===== src/rtl/cf_pkg.sv =====
// Shared types for the pixel cluster rejection filter.
package cf_pkg;
    // 3x3 neighbourhood, bit index 3*dr+dc with dr,dc in 0..2; bit 4 is the centre.
    typedef logic [8:0] window_t;
    localparam int CENTRE = 4;
endpackage


===== src/rtl/cf_stage_reg.sv =====
// Pipeline register for a map and its valid flag.
// Assumes a synchronous active-low reset that clears both.
module cf_stage_reg #(
    parameter int W = 64
) (
    input  logic         clk,
    input  logic         rst_n,
    input  logic         d_valid,
    input  logic [W-1:0] d_data,
    output logic         q_valid,
    output logic [W-1:0] q_data
);
    // Capture map and flag each cycle; reset clears them.
    always_ff @(posedge clk) begin
        if (!rst_n) begin
            q_valid <= 1'b0;
            q_data  <= '0;
        end else begin
            q_valid <= d_valid;
            q_data  <= d_data;
        end
    end
endmodule


===== src/rtl/cf_flag_cell.sv =====
// Reject flag for one pixel: raised when the centre is lit and at least
// two of its eight neighbours are lit. Assumes out-of-grid bits are zero.
module cf_flag_cell (
    input  cf_pkg::window_t win,
    output logic            flag
);
    logic [3:0] lit_cnt;

    // Count lit neighbours, excluding the centre.
    always_comb begin
        lit_cnt = '0;
        for (int i = 0; i < 9; i++) begin
            if (i != cf_pkg::CENTRE) lit_cnt = lit_cnt + 4'(win[i]);
        end
    end

    // Flag only lit pixels, so two separated hits do not mark the gap between them.
    always_comb flag = win[cf_pkg::CENTRE] && (lit_cnt >= 4'd2);
endmodule


===== src/rtl/cf_keep_cell.sv =====
// Survivor decision for one pixel: the hit stays only if no flag is
// raised in its 3x3 window (its own flag included).
module cf_keep_cell (
    input  logic            hit,
    input  cf_pkg::window_t flags,
    output logic            keep
);
    // Any flag nearby removes the hit.
    always_comb keep = hit && !(|flags);
endmodule


===== src/rtl/pixel_cluster_filter.sv =====
// Removes every 8-connected group of three or more hits from a ROWS x COLS
// binary map. Stage 1 registers the raw map. Flags and survivors are found
// combinationally, and stage 2 registers the cleaned map. Latency is 2 cycles
// with one map accepted per cycle. Pixel (r,c) is bit r*COLS+c.
module pixel_cluster_filter #(
    parameter int ROWS = 8,
    parameter int COLS = 8
) (
    input  logic                 clk,
    input  logic                 rst_n,
    input  logic                 in_valid,
    input  logic [ROWS*COLS-1:0] in_map,
    output logic                 out_valid,
    output logic [ROWS*COLS-1:0] out_map
);
    localparam int NPIX = ROWS * COLS;

    logic                        s1_valid;
    logic [NPIX-1:0]             s1_map;
    logic [NPIX-1:0]             flag_vec;
    logic [NPIX-1:0]             keep_vec;
    logic [ROWS+1:0][COLS+1:0]   hit_pad;
    logic [ROWS+1:0][COLS+1:0]   flag_pad;

    cf_stage_reg #(.W(NPIX)) u_in_stage (
        .clk     (clk),
        .rst_n   (rst_n),
        .d_valid (in_valid),
        .d_data  (in_map),
        .q_valid (s1_valid),
        .q_data  (s1_map)
    );

    // Embed the hit map in a zero border so edge pixels see unlit neighbours.
    always_comb begin
        hit_pad = '0;
        for (int r = 0; r < ROWS; r++)
            for (int c = 0; c < COLS; c++)
                hit_pad[r+1][c+1] = s1_map[r*COLS+c];
    end

    // Embed the flag map in a zero border in the same way.
    always_comb begin
        flag_pad = '0;
        for (int r = 0; r < ROWS; r++)
            for (int c = 0; c < COLS; c++)
                flag_pad[r+1][c+1] = flag_vec[r*COLS+c];
    end

    for (genvar rr = 0; rr < ROWS; rr++) begin : g_row
        for (genvar cc = 0; cc < COLS; cc++) begin : g_col
            localparam int IDX = rr * COLS + cc;
            cf_pkg::window_t hwin;
            cf_pkg::window_t fwin;
            for (genvar dr = 0; dr < 3; dr++) begin : g_dr
                for (genvar dc = 0; dc < 3; dc++) begin : g_dc
                    assign hwin[dr*3+dc] = hit_pad[rr+dr][cc+dc];
                    assign fwin[dr*3+dc] = flag_pad[rr+dr][cc+dc];
                end
            end
            cf_flag_cell u_flag (
                .win  (hwin),
                .flag (flag_vec[IDX])
            );
            cf_keep_cell u_keep (
                .hit   (s1_map[IDX]),
                .flags (fwin),
                .keep  (keep_vec[IDX])
            );
        end
    end

    cf_stage_reg #(.W(NPIX)) u_out_stage (
        .clk     (clk),
        .rst_n   (rst_n),
        .d_valid (s1_valid),
        .d_data  (keep_vec),
        .q_valid (out_valid),
        .q_data  (out_map)
    );
endmodule


===== config.mk =====
export PLATFORM = sky130hd
export DESIGN_NAME = pixel_cluster_filter
export DESIGN_NICKNAME = d
export VERILOG_FILES = /design/src/rtl/cf_pkg.sv /design/src/rtl/cf_stage_reg.sv /design/src/rtl/cf_flag_cell.sv /design/src/rtl/cf_keep_cell.sv /design/src/rtl/pixel_cluster_filter.sv
export SDC_FILE = /design/constraint.sdc
export NUM_CORES = 1
export LEC_CHECK = 0
export BUFFER_PORTS_ARGS = -buffer_cell sky130_fd_sc_hd__clkbuf_2
export CAP_MARGIN = 20
export CORE_MARGIN = 1.5
export CORE_UTILIZATION = 49
export CTS_CLUSTER_SIZE = 28
export DETAILED_ROUTE_END_ITERATION = 7
export GPL_ROUTABILITY_DRIVEN = 0
export PLACE_DENSITY = 0.68
export SLEW_MARGIN = 0
export SYNTH_ARGS = -nofsm -noshare
export SYNTH_HDL_FRONTEND = slang
export SYNTH_SLANG_ARGS = --single-unit

===== constraint.sdc =====
create_clock -name clk -period 4.4 [get_ports clk]
set_input_delay 0.66 -clock clk [delete_from_list [all_inputs] [get_ports clk]]
set_output_delay 0.66 -clock clk [all_outputs]
set_load 0.005 [all_outputs]

* Word level (Yosys, flattened, before mapping)
Cells that the tools add are included.
** Word-level totals
- Bits in registers :: 130
- Bits of input ports :: 67
- Output and inout bits :: 65
- Word-level logic and storage cells :: 673
** Operators by class
- Add/subtract/negate cells :: 349
- Order comparisons :: 64
- Reductions and logical operators :: 256
** Operator list (number)
- 4-bit by 1-bit adder with 4-bit output :: 292
- 9-bit OR reduction :: 36
- 4-bit by 2-bit >= comparator with 1-bit output, second input constant :: 64
- 6-bit OR reduction :: 24
- 1-bit logical AND :: 128
- 1-bit by 1-bit adder with 2-bit output :: 57
- 1-bit logical NOT :: 64
- 4-bit OR reduction :: 4

* Logic depth before layout (Yosys ltp)
- Depth in word-level cells :: 12
- Depth in mapped cells :: 12

* By module
Synthesis repeated with hierarchy kept, for this count alone.
** Second synthesis, totals
- Cells, all modules :: 2067
- Area, all modules :: 18859.3 um^2
** By module, submodules not included
- cf_flag_cell :: instances 64, cells an instance 25, area each 209.0 um^2, sequential area each 0.0 um^2
- cf_stage_reg :: instances 2, cells an instance 137, area each 1780.5 um^2, sequential area each 1301.2 um^2
- cf_keep_cell :: instances 64, cells an instance 3, area each 30.0 um^2, sequential area each 0.0 um^2
- pixel_cluster_filter :: instances 1, cells an instance 1, area each 3.8 um^2, sequential area each 0.0 um^2

* Worst setup path after synthesis
Ideal clock, no wire load.
- Path type :: flip-flop to flip-flop
- Start point :: reg u_in_stage.q_data[33]
- End point :: reg u_out_stage.q_data[41]
- Library setup time :: 0.128 ns
- Data arrival time :: 3.396 ns
- Required time :: 4.272 ns
- Path slack :: 0.877 ns
- Stages on the path, launching flop included :: 13
- Cells stage by stage :: dfxtp_1 > ha_1 > inv_1 > fa_1 > fa_1 > inv_1 > fa_1 > inv_1 > fa_1 > and4bb_2 > a221o_2 > nand4b_4 > nor4b_2
** Between the ends
- Longest elaborated chain between the ends :: 12
- Elaborated cells on any way between the ends :: 39
- Classes of those cells :: add/sub (25); order compare (5); reduce/logical (9)
** RTL lines
- start, declared :: line cf_stage_reg.sv:11 : output logic [W-1:0] q_data
- start signal, assigned :: line cf_stage_reg.sv:20 : q_data <= d_data;
- 1-bit by 1-bit adder with 2-bit output :: line cf_flag_cell.sv:13 : if (i != cf_pkg::CENTRE) lit_cnt = lit_cnt + 4'(win[i]);
- 4-bit by 1-bit adder with 4-bit output (6 in a row) :: line cf_flag_cell.sv:13
- 4-bit by 2-bit >= comparator with 1-bit output :: line cf_flag_cell.sv:18 : always_comb flag = win[cf_pkg::CENTRE] && (lit_cnt >= 4'd2);
- 1-bit logical AND :: line cf_flag_cell.sv:18
- 9-bit OR reduction * :: line cf_keep_cell.sv:9 : always_comb keep = hit && !(|flags);
- 1-bit logical NOT * :: line cf_keep_cell.sv:9
- 1-bit logical AND * :: line cf_keep_cell.sv:9
- end signal, assigned :: line cf_stage_reg.sv:20
- end, declared :: line cf_stage_reg.sv:11
Mark *: on every way between the ends. The rest lies on a longest branch, timed or not.
A chain may end at the register's enable or synchronous reset.

* Worst setup path after layout
- Start point :: reg u_in_stage.q_data[35]
- End point :: reg u_out_stage.q_data[43]
Same word-level chain as after synthesis.

==> results.md <==
- The endpoint arrival time on the critical path is 4.23 ns.
- The number of register bits inferred by synthesis is 130.
- The global-route layer with the greatest usage is met2.
- The clock period minus final worst setup slack is 3.93 ns.
- The share of total power dissipated in sequential elements is 0.313.
- The worst setup path is of the reg2reg kind.
- The post-CTS repair timing setup buffer count is 0.
- The wire-length estimate of the detail-placed layout is 21700 um.
- Once detail routing completed, the nets flagged for antenna violations numbered 0.
- Counting along the longest clock path gives a buffer depth of 2.
- The post-route setup TNS is 0 ns.
- For this run, the number of standard cells in the final layout without fillers is 1705.
- The count of endpoints failing hold in the final timing report is 0.
- The Yosys step of the flow raised 0 warnings.
- Of the total power, combinational logic draws 0.348.
- For the pin with the worst max-slew slack, the measured transition is 0.535 ns.
- For this run, global-route usage on met3 was measured as 0.0341.
- Of the total power, the clock network draws 0.339.
- The first detailed-routing pass took 4 iterations.
- The fill cell instance count of the final layout is 2158.
- The max-slew violation count is 0.
- The largest fanout of any net on the critical path is 7.
- The startpoint class of the critical path is a flip-flop.
- TritonCTS built the clock tree.
- The die span in y is 161 um.
- The area growth from synthesis to layout is 13.9%.
- OpenSTA, run right after detailed placement, puts the worst setup slack at 0.489 ns.
- For this design the static power due to leakage is 6.81 nW.
- The number of buffers created by CTS is 17.
- Across the routed clock network, the largest skew measured is 0.0140 ns.
- The global-route wire length before repair is 46100 um.
- The end-of-flow core utilization is 0.570.
- Setup repair after global routing left no endpoint under its margin.
- For this run, the total global-route usage over all layers was measured as 0.227.
- For this block, the initial DRC count from the detailed router was 353.
- The instance area after placement is 13300 um2.
- The number of nets in the synthesized netlist is 1605.
- 0 antenna diodes ended up in the layout.
- For this run, global-route usage on met1 was measured as 0.311.
- Dividing the final minimum period by the clock period gives 0.892.
- The number of levels the H-tree was split into is 4.
- After synthesis, the cell types taking the most area are fa_1, dfxtp_1, ha_1, inv_1, and2_1.
- The internal portion of total power is 2.72 mW.
- The proportion of synthesized chip area in sequential cells is 0.214.
- The floorplan row count is 57.
- Across the run, the number of max-cap violations was 0.
- Based on the critical path, the design can be clocked at up to 255 MHz.
- The slack of the critical path is 0.473 ns.
- The worst min-delay path class is in2reg.
- The clock reaches the later pin of the worst-skew pair after 0.44 ns.
- The synthesized area divided by synthesized cell count is 10.0 um2.
- In the final routed layout, each cell accounts on average for 15.9 um.
- The via count of the routed design is 8505.
- The endpoint required time on the critical path is 4.70 ns.
- For met2 alone, demand over resource in global routing was 0.380.
- The effective utilization at floorplan is 0.501.
- Summing all non-filler instances in the final layout gives an area of 13900 um2.
- The total wire length is 27100 um.
- The worst vdd rail ir drop is 194 uV.
- The die covers 25800 um2.
- Summed over all layers, the global routing overflow is 0.
- After clock tree synthesis, the clock-pin slew on the worst setup and hold paths is 0.07 ns.
- The number of distinct standard cells referenced by the synthesized netlist is 41.
- The post-route DRC violation count is 0.
- In this run the tightest slew margin relative to its limit is 0.643.
- The initial antenna violation count is 0.
- Power spread over the standard cell area amounts to 306 nW/um2.
- The net switching component of the power is 1.52 mW.
- The number of setup violations in the final report is 0.
- The largest net degree at the start of global routing is 46.
- The floorplan step defined a core boundary enclosing 24300 um2.
- In this run the count of I/O pins placed on the die edge is 132.
- The cell accounting for the most synthesized area is fa_1.
- Buffers placed on the I/O ports in this run total 131.
- Counting every instance in the synthesized netlist gives 1217.
- The via count of the first global-routing pass is 9105.
- Counting tap cells, the placed design contains a total of 1673 instances.
- The post-cts resize count is 0.
- Hold repair after CTS inserted 0 buffers.
- Of the total power, the share spent switching nets is 0.358.
- The element type at the critical path end is a flip-flop.
- The via density per instance is 4.99.
- Of the post-synthesis cell area, the dominant cell type holds 0.316.
- The die is 161 um wide.
- The cell area that synthesis handed to floorplanning was 12200 um2.
- Of the cells placed in the final design, the portion with a size suffix greater than 1 is 0.160.
- The root buffer cell chosen for the clock tree is clkbuf_16.
- The final layout contains 1756 nets.
- The run finished with clean final reports.
- The number of sinks driven by the clock tree is 130.
[through the flow]
step | total power [mW] | hold slack (ns)
finish | 4.24 | 0.424
global route | 4.56 | 0.416
CTS | 4.27 | 0.416
detailed placement | 2.81 | 0.421
global placement | 2.74 | 0.414
floorplan | 2.40 | 0.412
[layout by cell type, fill, tap and decap left out, drive strengths merged, types with 19 or more instances in the layout]
master  Yosys  final
clkbuf      7    153
nor3       24     24
ha        129    129
nand2     102    102
and4bb     19     19
nor2b      21     21
and2       80     80
inv       318    320
nor4       28     28
dfxtp     130    130
a221o      21     21
nand2b     25     25
nand3      27     27
nand4      23     23
fa        192    192
[path summary, 6_finish.rpt]
check | end | depth (start not counted) | slack (ns) | start
worst max-delay path | u_out_stage.q_data[43] | 11 | 0.47 | u_in_stage.q_data[35]
worst min-delay path | u_in_stage.q_data[0] | 2 | 0.42 | in_map[0]
worst max register to register | u_out_stage.q_data[43] | 11 | 0.47 | u_in_stage.q_data[35]
worst min register to register | u_out_stage.q_valid | 1 | 0.44 | u_in_stage.q_valid
[cell usage after synthesis, drive strengths merged]
master / n
a211o: 1
a21bo: 1
a21boi: 4
a21o: 2
a21oi: 7
a221o: 21
a221oi: 1
a311o: 1
and2: 80
and3b: 2
and4bb: 19
buf: 2
clkbuf: 7
dfxtp: 130
fa: 192
ha: 129
inv: 318
nand2: 102
nand2b: 25
nand3: 27
nand4: 23
nand4b: 1
nand4bb: 13
nor2: 13
nor2b: 21
nor3: 24
nor3b: 1
nor4: 28
nor4b: 2
nor4bb: 3
o2111ai: 1
o21ai: 1
o221ai: 13
o311ai: 1
or2b: 1
[cell type report]
type / count / area, um2 / area share
repair buffers: 141 / 731 / 0.0527
multi-input cells: 760 / 8340 / 0.602
inverters: 318 / 1190 / 0.0861
clock inverters: 10 / 98.8 / 0.00713
clock buffers: 22 / 494 / 0.0356
flip-flops and latches: 130 / 2600 / 0.188
well taps: 324 / 405 / 0.0292
[flip-flops by register name, indices dropped and copies added (netlist names)]
register             cells
u_out_stage.q_data      64
u_in_stage.q_valid       1
u_out_stage.q_valid      1
u_in_stage.q_data       64
[worst max-delay path: stages (launching register included)]
cell	delay, ns
dfxtp_1	0.54
inv_1	0.26
fa_1	0.60
fa_1	0.41
inv_1	0.07
fa_1	0.18
inv_1	0.06
fa_1	0.51
and4bb_2	0.22
a221o_1	0.30
nand3_1	0.24
nor4_1	0.41
[cells by family (layout without fill, tap and decap cells)]
family                   count (synthesis)  in the layout  synth area share
AO/OA/AOI/OAI                           54             54            0.0438
adder cells (fa/ha/maj)                321            321             0.448
buffers and inverters                  327            491             0.101
flip-flops                             130            130             0.214
AND/OR/NAND/NOR                        385            385             0.193
[layer usage]
layer  vias up  part of all wire
li1       4135                 -
met1      4179              0.46
met2       171              0.49
met3        20             0.037
met4         0             0.011
met5         -                 0
[power groups by stage]
stage / Combinational (mW) / Sequential, mW / Clock (mW)
CTS: 1.48 / 1.33 / 1.46
floorplan: 1.07 / 1.33 / 0
finish: 1.47 / 1.33 / 1.44
detailed placement: 1.46 / 1.35 / 0
global route: 1.71 / 1.34 / 1.51
global placement: 1.39 / 1.35 / 0
Power figures use the tool's default switching activity.
